==> config.mk <==
export PLATFORM = sky130hd
export DESIGN_NAME = xlate_ctx_sel
export DESIGN_NICKNAME = d
export VERILOG_FILES = /design/src/rtl/xcs_pkg.sv /design/src/rtl/xcs_quadrant_map.sv /design/src/rtl/xcs_realmode.sv /design/src/rtl/xcs_fault_class.sv /design/src/rtl/xlate_ctx_sel.sv
export SDC_FILE = /design/constraint.sdc
export NUM_CORES = 1
export LEC_CHECK = 0
export ABC_AREA = 1
export ABC_CLOCK_PERIOD_IN_PS = 3480
export BUFFER_PORTS_ARGS = -buffer_cell sky130_fd_sc_hd__buf_2
export CORE_ASPECT_RATIO = 1.5
export CORE_MARGIN = 8
export CORE_UTILIZATION = 35
export DETAILED_ROUTE_END_ITERATION = 10
export GPL_ROUTABILITY_DRIVEN = 1
export PLACE_DENSITY_LB_ADDON = 0.12
export SYNTH_ARGS = -nofsm -noshare
export SYNTH_HDL_FRONTEND = slang
export SYNTH_SLANG_ARGS = --single-unit
export TNS_END_PERCENT = 10
==> constraint.sdc <==
create_clock -name clk -period 3.48 [get_ports clk]
set_input_delay 0.87 -clock clk [delete_from_list [all_inputs] [get_ports clk]]
set_output_delay 0.87 -clock clk [all_outputs]
set_load 0.03 [all_outputs]
==> src/rtl/xcs_pkg.sv <==
// Shared types for the translation context selector.
// Assumes access kinds are coded in two bits; code 3 is folded onto load.
package xcs_pkg;
    typedef enum logic [1:0] {
        ACC_LOAD  = 2'd0,
        ACC_STORE = 2'd1,
        ACC_FETCH = 2'd2,
        ACC_ALT   = 2'd3
    } acc_e;

    localparam logic [2:0] PERM_RWX  = 3'b111;
    localparam logic [2:0] PERM_NONE = 3'b000;

    // Outcome of the combinational stage.
    typedef enum logic [1:0] {
        OUT_CTX   = 2'd0,
        OUT_REAL  = 2'd1,
        OUT_FAULT = 2'd2
    } outcome_e;
endpackage

==> src/rtl/xcs_quadrant_map.sv <==
// Maps a 2-bit address quadrant and the privilege state to a context.
// Assumes the identifier registers are already sampled by the caller.
// Produces ok=0 when the quadrant is illegal for the current state.
module xcs_quadrant_map #(
    parameter int LPID_W = 12,
    parameter int PID_W  = 20
) (
    input  logic [1:0]        quad,
    input  logic              hv,
    input  logic [LPID_W-1:0] lpid_in,
    input  logic [PID_W-1:0]  pid_in,
    output logic              ok,
    output logic [LPID_W-1:0] lpid_out,
    output logic [PID_W-1:0]  pid_out
);
    localparam logic [LPID_W-1:0] LPID_ZERO = '0;
    localparam logic [PID_W-1:0]  PID_ZERO  = '0;

    // Select identifiers per quadrant and state.
    always_comb begin
        ok       = 1'b1;
        lpid_out = LPID_ZERO;
        pid_out  = PID_ZERO;
        if (hv) begin
            unique case (quad)
                2'd0: pid_out = pid_in;
                2'd1: begin
                    lpid_out = lpid_in;
                    pid_out  = pid_in;
                end
                2'd2: lpid_out = lpid_in;
                default: ;
            endcase
        end else begin
            unique case (quad)
                2'd0: begin
                    lpid_out = lpid_in;
                    pid_out  = pid_in;
                end
                2'd3: lpid_out = lpid_in;
                default: ok = 1'b0;
            endcase
        end
    end
endmodule

==> src/rtl/xcs_realmode.sv <==
// Forms a hypervisor real-mode address from an effective address.
// Clears the top CLR_BITS bits and ORs in the offset register when the
// most significant address bit is zero.
module xcs_realmode #(
    parameter int EA_W     = 64,
    parameter int CLR_BITS = 4
) (
    input  logic [EA_W-1:0] ea,
    input  logic [EA_W-1:0] rmor,
    output logic [EA_W-1:0] raddr
);
    localparam int KEEP = EA_W - CLR_BITS;

    logic [EA_W-1:0] trimmed;

    // Drop the top nibble, then add the offset for the low half.
    always_comb begin
        trimmed = {{CLR_BITS{1'b0}}, ea[KEEP-1:0]};
        raddr   = ea[EA_W-1] ? trimmed : (trimmed | rmor);
    end
endmodule

==> src/rtl/xcs_fault_class.sv <==
// Sorts a segment fault into instruction or data class from the access kind.
// Any code other than fetch is a data access.
module xcs_fault_class (
    input  xcs_pkg::acc_e acc,
    output logic          is_fetch,
    output logic          is_data
);
    // Decode access kind.
    always_comb begin
        is_fetch = (acc == xcs_pkg::ACC_FETCH);
        is_data  = !is_fetch;
    end
endmodule

==> src/rtl/xlate_ctx_sel.sv <==
// Translation context selector: resolves one request per cycle into a
// context, a real-mode address or a segment fault, registered once.
// Assumes identifier and offset registers are stable with the request.
module xlate_ctx_sel #(
    parameter int EA_W      = 64,
    parameter int LPID_W    = 12,
    parameter int PID_W     = 20,
    parameter int QUAD_BITS = 2,
    parameter int RSV_BITS  = 10,
    parameter int CLR_BITS  = 4
) (
    input  logic              clk,
    input  logic              rst_n,
    input  logic              req_valid,
    input  logic [EA_W-1:0]   req_ea,
    input  logic              req_hv,
    input  logic              req_reloc,
    input  logic [1:0]        req_acc,
    input  logic [LPID_W-1:0] lpid_reg,
    input  logic [PID_W-1:0]  pid_reg,
    input  logic [EA_W-1:0]   rmor_reg,
    output logic              rsp_valid,
    output logic              rsp_ctx_ok,
    output logic              rsp_real_ok,
    output logic              rsp_seg_fault,
    output logic              rsp_iseg,
    output logic              rsp_dseg,
    output logic [LPID_W-1:0] rsp_lpid,
    output logic [PID_W-1:0]  rsp_pid,
    output logic [EA_W-1:0]   rsp_raddr,
    output logic [2:0]        rsp_perm,
    output logic [EA_W-1:0]   dar
);
    import xcs_pkg::*;

    localparam int QUAD_HI = EA_W - 1;
    localparam int QUAD_LO = EA_W - QUAD_BITS;
    localparam int RSV_HI  = QUAD_LO - 1;
    localparam int RSV_LO  = QUAD_LO - RSV_BITS;

    logic              rsv_set;
    logic              real_mode;
    logic              map_ok;
    logic [LPID_W-1:0] map_lpid;
    logic [PID_W-1:0]  map_pid;
    logic [EA_W-1:0]   rm_addr;
    logic              cls_fetch;
    logic              cls_data;
    outcome_e          outcome;
    acc_e              acc;

    assign acc = acc_e'(req_acc);

    xcs_quadrant_map #(.LPID_W(LPID_W), .PID_W(PID_W)) u_map (
        .quad     (req_ea[QUAD_HI:QUAD_LO]),
        .hv       (req_hv),
        .lpid_in  (lpid_reg),
        .pid_in   (pid_reg),
        .ok       (map_ok),
        .lpid_out (map_lpid),
        .pid_out  (map_pid)
    );

    xcs_realmode #(.EA_W(EA_W), .CLR_BITS(CLR_BITS)) u_rm (
        .ea    (req_ea),
        .rmor  (rmor_reg),
        .raddr (rm_addr)
    );

    xcs_fault_class u_cls (
        .acc      (acc),
        .is_fetch (cls_fetch),
        .is_data  (cls_data)
    );

    // Decide the outcome of the current request.
    always_comb begin
        rsv_set   = |req_ea[RSV_HI:RSV_LO];
        real_mode = req_hv && !req_reloc;
        if (real_mode)
            outcome = OUT_REAL;
        else if (rsv_set || !map_ok)
            outcome = OUT_FAULT;
        else
            outcome = OUT_CTX;
    end

    // Register the result, pulse valid and capture data-fault addresses.
    always_ff @(posedge clk) begin
        if (!rst_n) begin
            rsp_valid     <= 1'b0;
            rsp_ctx_ok    <= 1'b0;
            rsp_real_ok   <= 1'b0;
            rsp_seg_fault <= 1'b0;
            rsp_iseg      <= 1'b0;
            rsp_dseg      <= 1'b0;
            rsp_lpid      <= '0;
            rsp_pid       <= '0;
            rsp_raddr     <= '0;
            rsp_perm      <= PERM_NONE;
            dar           <= '0;
        end else begin
            rsp_valid <= req_valid;
            if (req_valid) begin
                rsp_ctx_ok    <= (outcome == OUT_CTX);
                rsp_real_ok   <= (outcome == OUT_REAL);
                rsp_seg_fault <= (outcome == OUT_FAULT);
                rsp_iseg      <= (outcome == OUT_FAULT) && cls_fetch;
                rsp_dseg      <= (outcome == OUT_FAULT) && cls_data;
                rsp_lpid      <= (outcome == OUT_CTX) ? map_lpid : '0;
                rsp_pid       <= (outcome == OUT_CTX) ? map_pid : '0;
                rsp_raddr     <= (outcome == OUT_REAL) ? rm_addr : '0;
                rsp_perm      <= (outcome == OUT_REAL) ? PERM_RWX : PERM_NONE;
                if (outcome == OUT_FAULT && cls_data)
                    dar <= req_ea;
            end
        end
    end
endmodule

==> flow_metrics.tcl, run 1 <==
set metrics [dict create \
    rows 66 \
    final_cell_mix "nand2_1, buf_2, inv_1, dfxtp_1, nor2_1" \
    start_util 0.355 \
    final_common_cell "nand2_1" \
    syn2layout_area_growth_pct 29.6 \
    hold_start "rsp_pid[14]" \
    synth_area_um2 7690 \
    dieArea_um2 27100 \
    drc 0 \
    power_uw 4680 \
    path_cells "buf_2 -> inv_2 -> nor2_1 -> nand2_1 -> inv_2 -> buf_12 -> nand2_1 -> a31oi_1" \
    fp.dieH_um 198 \
    crit_type "in2reg" \
    ys_ff_latch 166 \
    wl_per_cell_um 16.0 \
    synth.avg_cell_area_um2 6.68 \
    clk_pin_slew_ns 0.06 \
    r2r-start "rsp_perm[1]" \
    preCtsSetupSlack_ns 0.894 \
    maxSlewHeadroom 0.457 \
    drt_iter0_markers 351 \
    maxCapViolations 0 \
    cts_setup_buffers 0 \
    ctsHoldBuffers 0 \
    worstMarginPinSlew_ns 0.814 \
    irDropWorstVdd_uv 327 \
    fin_ws_ns 1.35 \
    cpPeakStageDelay_ns 0.41 \
    dr.pass1.iters 5 \
    io_pins 336 \
    cpMaxStageDelayCell "inv_2" \
    final.setup.tns_ns 0 \
    antenna_left 0 \
    crit_family "buffers and inverters" \
    hold_viol_final 0 \
    grt_pass1_wl_mm 42.8 \
    hold_path.class "reg2reg" \
    netlist_instances 1151 \
    finalCriticalPeriod_ns 2.13 \
    start_kind "input port" \
    routed_wl_mm 27.5 \
    gp_congestion 0.773 \
    startpoint "req_hv" \
    io_buffers 335 \
    critPathCaptureType "register" \
    cts_tree "built" \
    powerDensity_nw_per_um2 469 \
    viasPerCell 4.65 \
    holdWs_ns 0.463 \
    clock_latency_ns 0.43 \
    coreArea_um2 21600 \
    fmax_ghz 0.470 \
    utilization 0.460 \
    diodes 0 \
    drive_gt1_frac 0.272 \
    final_nets 1607 \
    rsz0062_at_grt "no" \
    root_buffer "clkbuf_16" \
    antenna_found_initial 1 \
    status "finished, final reports clean" \
    drv_slew 0 \
    synth.net_count 1320 \
    clock_path_buffers 2 \
    ys_types 22 \
    finalCritPeriodShare 0.611 \
    htree_num_levels 4 \
    grt_max_degree 67 \
    cts_buffers 17 \
    p_leak_uw 0.00524 \
    ys_seq_area_frac 0.432 \
    die_x_um 137 \
    grt_overflow 0 \
    grtUsageTotal 0.200 \
    path_max_fanout 37 \
    first_global_vias 7930 \
    crit_arrival_ns 2.49 \
    via_count 8008 \
    critPathBufInv 4 \
    yosys_warnings 0 \
    cts.sinks 166 \
    setup_viol_count_final 0 \
    cts_resized 0 \
    worstPathRequired_ns 3.84 \
    hpwl_mm 19.2 \
    reg2reg_slack_ns 2.67 \
    worst_clock_skew_ns 0 \
]
==> path summary, 6_finish.rpt <==
kind / endpoint / cells after the start
max reg2reg: rsp_perm[1] / 2
max: rsp_raddr[5] / 8
min reg2reg: rsp_pid[14] / 2
min: rsp_pid[14] / 2
==> state kept, by name, summed over array words and instances (netlist names) <==
signal,count
dar,64
rsp_raddr,64
rsp_pid,20
rsp_lpid,12
rsp_ctx_ok,1
rsp_dseg,1
rsp_iseg,1
rsp_perm,1
rsp_seg_fault,1
rsp_valid,1
==> cells in the mapped netlist (all sizes together) <==
cell type	instances	area (um2)
a21oi	37	185
a22oi	4	30.0
a31oi	60	375
buf	41	315
clkbuf	42	158
clkinv	30	113
dfxtp	166	3320
ha	2	25.0
inv	202	758
nand2	356	1340
nand3	3	20.0
nand4	96	601
nor2	110	428
o21ai	2	13.8
==> metal layers <==
layer  vias up  GRT usage  part of all wire
li1       4096          -                 -
met1      3604      0.225              0.39
met2       275      0.345              0.50
met3        31     0.0662             0.086
met4         2     0.0626             0.016
met5         -          0           0.00033
==> metrics by stage <==
| step | cells | area (um2) |
|---|---|---|
| 2_1_floorplan | 1151 | 7690 |
| 3_3_place_gp | 1691 | 9390 |
| 3_5_place_dp | 1691 | 9390 |
| 4_1_cts | 1722 | 9960 |
| 5_1_grt | 1722 | 9960 |
| 6_report | 1722 | 9960 |
==> worst reg2reg max path, cell delays in order, from the launching register on <==
cell and delay (ns):
dfxtp_1 0.38, o21ai_0 0.23, nor2_1 0.08
==> cell families after synthesis <==
kind of cell / synth area share
compound gates: 0.0786
simple gates: 0.311
flops: 0.432
buf+inv: 0.175
fa+ha+maj: 0.00325
==> power by group <==
group	switching [uW]	internal, uW
registers	42.5	1990
clock network	776	1070
logic	546	249
total	1360	3310
==> layout make-up <==
cell class	count	area, um2
clock inverters	7	70.1
flip-flops and latches	166	3320
multi-input cells	670	3030
fillers	2401	11700
inverters	232	873
repair buffers	351	1820
well taps	272	340
clock buffers	24	502
Power figures use the tool's default switching activity.
==> inputs of run 2 (changes only) <==
- ABC_AREA: 1 -> 0
- ABC_CLOCK_PERIOD_IN_PS: 3480 -> 1850
- clock period: 3.48 -> 1.85 ns (I/O delays scaled with it)
==> run 2 against run 1 <==
  * Clock skew is the same
  * Setup slack lost 1.1 ns
  * Sequential power grew 86%
  * Core utilization grew 3.3 points
  * First-iteration DRC count shrank 17%
  * Synthesized cell count shrank 36%
  * Critical path depth is the same
  * Power grew 81%
  * Largest cell class unchanged
==> flow_metrics.tcl, run 2 <==
set metrics [dict create \
    status "finished, final reports clean" \
    async_flop_share 0 \
    cpMaxStageDelayCell "and3_4" \
    fillers 1898 \
    fmax_ghz 0.610 \
    netlist_instances 740 \
    setup_viol_count_final 0 \
    wl_per_cell_um 17.1 \
    cts_buffers 17 \
    crit_family "buffers and inverters" \
    synth.net_count 909 \
    start_kind "input port" \
    critPathCaptureType "register" \
    power_uw 8480 \
    crit_type "in2reg" \
    preCtsSetupSlack_ns -0.224 \
    start_util 0.354 \
    cts.sinks 166 \
    synth_edf_count 0 \
    grt_max_degree 72 \
    worstMarginPinSlew_ns 0.614 \
    final_nets 1233 \
    grt_pass1_wl_mm 34.2 \
    final_cell_mix "buf_2, dfxtp_1, nand2_1, a21oi_1, nor2b_1" \
    io_buffers 335 \
    irDropWorstVdd_uv 517 \
    worst_clock_skew_ns 0 \
    crit_arrival_ns 1.98 \
    utilization 0.493 \
    synthFlopType "dfxtp_1" \
    antenna_found_initial 0 \
    synth_area_um2 6730 \
    maxCapViolations 0 \
    first_global_vias 6244 \
    clock_path_buffers 2 \
    critPathBufInv 4 \
    ys_seq_area_frac 0.494 \
    finalCriticalPeriod_ns 1.64 \
    root_buffer "clkbuf_16" \
    drc 0 \
    clk_pin_slew_ns 0.07 \
    coreArea_um2 19000 \
    hold_path.class "in2reg" \
    yosys.area.top_type "dfxtp_1" \
    yosys_warnings 0 \
    cts_setup_buffers 0 \
    drive_gt1_frac 0.380 \
    path_cells "buf_2 -> inv_12 -> ha_4 -> inv_2 -> o2111ai_4 -> and3_4 -> buf_12 -> mux2i_1" \
    path_max_fanout 26 \
    antenna_left 0 \
    gp_congestion 0.779 \
    synth_most_common_cell "dfxtp_1" \
    dp_cells 1301 \
    synth.avg_cell_area_um2 9.10 \
    top_regs "dar (64), rsp_raddr (64), rsp_pid (20)" \
    hpwl_mm 17.1 \
    ys_ff_latch 166 \
    syn2layout_area_growth_pct 39.3 \
    grtUsageTotal 0.183 \
    htree_num_levels 4 \
    worstPathRequired_ns 2.20 \
    synth_common_cells "dfxtp_1, nand2_1, a21oi_1" \
    dieArea_um2 24000 \
    fp.dieH_um 186 \
    hold_viol_final 0 \
    maxSlewHeadroom 0.591 \
    synth_top_area_share 0.494 \
    via_count 6238 \
    routed_wl_mm 22.7 \
    holdWs_ns 0.249 \
    cts_tree "built" \
    dr.pass1.iters 4 \
    ctsHoldBuffers 0 \
    cts_resized 0 \
    ys_types 28 \
    drt_iter0_markers 291 \
    diodes 0 \
    drv_slew 0 \
    fin_ws_ns 0.212 \
    rsz0062_at_grt "no" \
    clock_latency_ns 0.42 \
    viasPerCell 4.68 \
    finalCritPeriodShare 0.886 \
    final_cell_count_no_fill 1332 \
    powerDensity_nw_per_um2 904 \
    io_pins 336 \
    synth_area_leaders "dfxtp_1, mux2i_1, nand2_1, nor2b_1, nand2b_1" \
    cpPeakStageDelay_ns 0.29 \
    rows 62 \
    final_common_cell "buf_2" \
    grt_overflow 0 \
    die_x_um 129 \
    p_leak_uw 0.00437 \
]
[run 2: per-stage QoR]
stage,area [um2],TNS (ns)
2_1_floorplan,6780,-2.81
4_1_cts,9380,0
6_report,9380,0
3_5_place_dp,8800,-16.84
5_1_grt,9380,0
3_3_place_gp,8800,-13.57
[run 2: final timing paths]
kind | from | end | slack (ns) | depth (start not counted)
worst max-delay path | req_ea[63] | dar[23] | 0.21 | 8
worst min-delay path | lpid_reg[8] | rsp_lpid[8] | 0.25 | 2
worst max register to register | rsp_seg_fault | rsp_seg_fault | 1.09 | 3
worst min register to register | dar[49] | dar[49] | 0.45 | 2
[run 2: metal layers]
metal | GRT usage | share of wire | vias up
met1 | 0.198 | 0.38 | 2871
met3 | 0.0582 | 0.090 | 23
met4 | 0.0708 | 0.022 | 0
met2 | 0.323 | 0.50 | 234
met5 | 0 | 0 | -
li1 | - | - | 3110
[run 2: area by class of cell]
| cell class | instances | area (um2) | area share |
|---|---|---|---|
| clock buffers | 18 | 439 | 0.0468 |
| clock inverters | 13 | 140 | 0.0149 |
| inverters | 5 | 33.8 | 0.00360 |
| multi-input cells | 510 | 3120 | 0.333 |
| flip-flops and latches | 166 | 3320 | 0.354 |
| well taps | 256 | 320 | 0.0342 |
| repair buffers | 364 | 2000 | 0.213 |
[run 2: kinds of logic (layout without fill, tap and decap cells)]
group	count (synthesis)	after routing	share of synthesized area
xor gates and xnor gates	1	1	0.00130
adders and majority gates	2	2	0.00372
AOI/OAI and AO/OA	163	163	0.143
and+or+nand+nor	279	279	0.217
DFF	166	166	0.494
muxes	65	65	0.0966
buffers and inverters	64	400	0.0455
[run 2: power by group]
part,switching (uW),internal [uW]
clock network,1580,1940
logic,737,454
registers,63.0,3700
==> inputs of run 3 (changes only) <==
- CORE_UTILIZATION: 35 -> 41
==> run 3 against run 2 <==
  * Via count up 0.83%
  * Critical path type unchanged
  * Combinational power barely moved
  * Global-route usage is 2.6 points higher
  * Register-to-register slack gained 0.03 ns
  * Clock power barely moved
  * First-iteration DRC count increased by 37%
  * Count of clock-buffer cells in the layout fell by 1
  * Worst hold slack worse by 0.0098 ns
  * Sequential power about the same
==> flow_metrics.tcl, run 3 (same netlist as run 2, synthesis figures left out) <==
set metrics [dict create \
    crit_arrival_ns 1.89 \
    cts_tree "built" \
    rr_worst_depth 3 \
    start_kind "input port" \
    grt_pass1_wl_mm 34.4 \
    drc 0 \
    status "finished, final reports clean" \
    clk_pin_slew_ns 0.07 \
    irDropWorstVdd_uv 582 \
    maxSlewHeadroom 0.791 \
    viasPerCell 4.89 \
    coreArea_um2 16100 \
    setup_viol_count_final 0 \
    drt_iter0_markers 400 \
    grtUsageTotal 0.209 \
    hold_viol_final 0 \
    drive_gt1_frac 0.381 \
    p_sw_frac 0.282 \
    root_buffer "clkbuf_16" \
    start_util 0.418 \
    hold_start "lpid_reg[11]" \
    fmax_ghz 0.652 \
    final_cell_mix "buf_2, dfxtp_1, nand2_1, a21oi_1, nor2b_1" \
    drv_slew 0 \
    holdWs_ns 0.239 \
    cts.sinks 166 \
    power_frac_clock 0.415 \
    io_pins 336 \
    crit_type "in2reg" \
    reg2reg_slack_ns 1.12 \
    cts_resized 0 \
    rsz0062_at_grt "no" \
    final_common_cell "buf_2" \
    grt_max_degree 81 \
    cp.depth 8 \
    final.setup.tns_ns 0 \
    powerDensity_nw_per_um2 908 \
    critPathCaptureType "register" \
    r2r-start "rsp_seg_fault" \
    p_leak_uw 0.00437 \
    final_cell_count_no_fill 1285 \
    gp_congestion 0.764 \
    combPwrFrac 0.141 \
    first_global_vias 6268 \
    worstMarginPinSlew_ns 0.305 \
    antenna_left 0 \
    p_switching_uw 2390 \
    hpwl_mm 16.9 \
    top_regs "dar (64), rsp_raddr (64), rsp_pid (20)" \
    clock_path_buffers 2 \
    wl_per_cell_um 17.4 \
    holdPathEnd "rsp_lpid[11]" \
    whs_path_depth 2 \
    dp_cells 1251 \
    worstPathRequired_ns 2.21 \
    maxCapViolations 0 \
    power_frac_seq 0.445 \
    htree_num_levels 4 \
    fillers 1554 \
    r2r_end "rsp_seg_fault" \
    ctsHoldBuffers 0 \
    rows 57 \
    finalCritPeriodShare 0.829 \
    path_cells "buf_2 -> inv_12 -> ha_4 -> inv_2 -> o2111ai_4 -> and3_4 -> buf_12 -> mux2i_1" \
    cpPeakStageDelay_ns 0.28 \
    path_max_fanout 24 \
    antenna_found_initial 2 \
    syn2layout_area_growth_pct 38.6 \
    worst_clock_skew_ns 0 \
    cpMaxStageDelayCell "and3_4" \
    critPathBufInv 4 \
    fp.dieH_um 173 \
    clock_latency_ns 0.42 \
    finalCriticalPeriod_ns 1.53 \
    routed_wl_mm 22.3 \
    via_count 6290 \
    grt_overflow 0 \
    crit_family "buffers and inverters" \
    cts_setup_buffers 0 \
    dr.pass1.iters 5 \
    intPower_uw 6080 \
    die_x_um 121 \
    cts_buffers 17 \
    hold_path.class "in2reg" \
    dieArea_um2 20900 \
    final_nets 1233 \
    io_buffers 335 \
]
run 3: routing by layer:
| layer | track usage | up-vias | wire length, um |
|---|---|---|---|
| li1 | - | 3114 | - |
| met1 | 0.235 | 2902 | 8760 |
| met2 | 0.349 | 250 | 11100 |
| met3 | 0.0779 | 24 | 2020 |
| met4 | 0.0805 | 0 | 488 |
| met5 | 0 | - | 0 |
run 3: cell type report:
type                       instances  area [um2]  area share
multi-input combinational        510        3120       0.335
inverter                           5        33.8     0.00362
clock buffer                      17         425      0.0456
antenna                            2        5.00    0.000536
sequential                       166        3320       0.356
clock inverter                    15         163      0.0174
tap                              206         258      0.0276
timing repair buffer             364        2000       0.214
run 3: how the worst max path moves through the flow:
stage	endpoint	slack, ns	from
after floorplan	dar[14]	-0.06	req_ea[63]
after global placement	rsp_lpid[2]	-0.10	req_ea[53]
after detailed placement	dar[24]	-0.14	req_ea[63]
after CTS	rsp_perm[0]	0.29	rsp_perm[1]
after global routing	dar[18]	0.24	req_ea[63]
final	dar[24]	0.32	req_ea[63]
run 3: power groups by stage:
stage                     Clock, uW  Combinational (uW)  Sequential (uW)
after detailed placement          0                1200             3850
after global routing           3760                1280             3780
after global placement            0                1200             3840
final                          3510                1190             3770
after CTS                      3590                1210             3770
after floorplan                   0                 447             4100
run 3: metrics by stage:
stage	area (um2)	total power (uW)	worst slack [ns]	util
6_report	9330	8470	0.316	0.579
5_1_grt	9330	8820	0.241	0.579
4_1_cts	9320	8560	0.293	0.578
3_5_place_dp	8740	5050	-0.144	0.542
3_3_place_gp	8740	5040	-0.104	0.542
2_1_floorplan	6780	4550	-0.0553	-
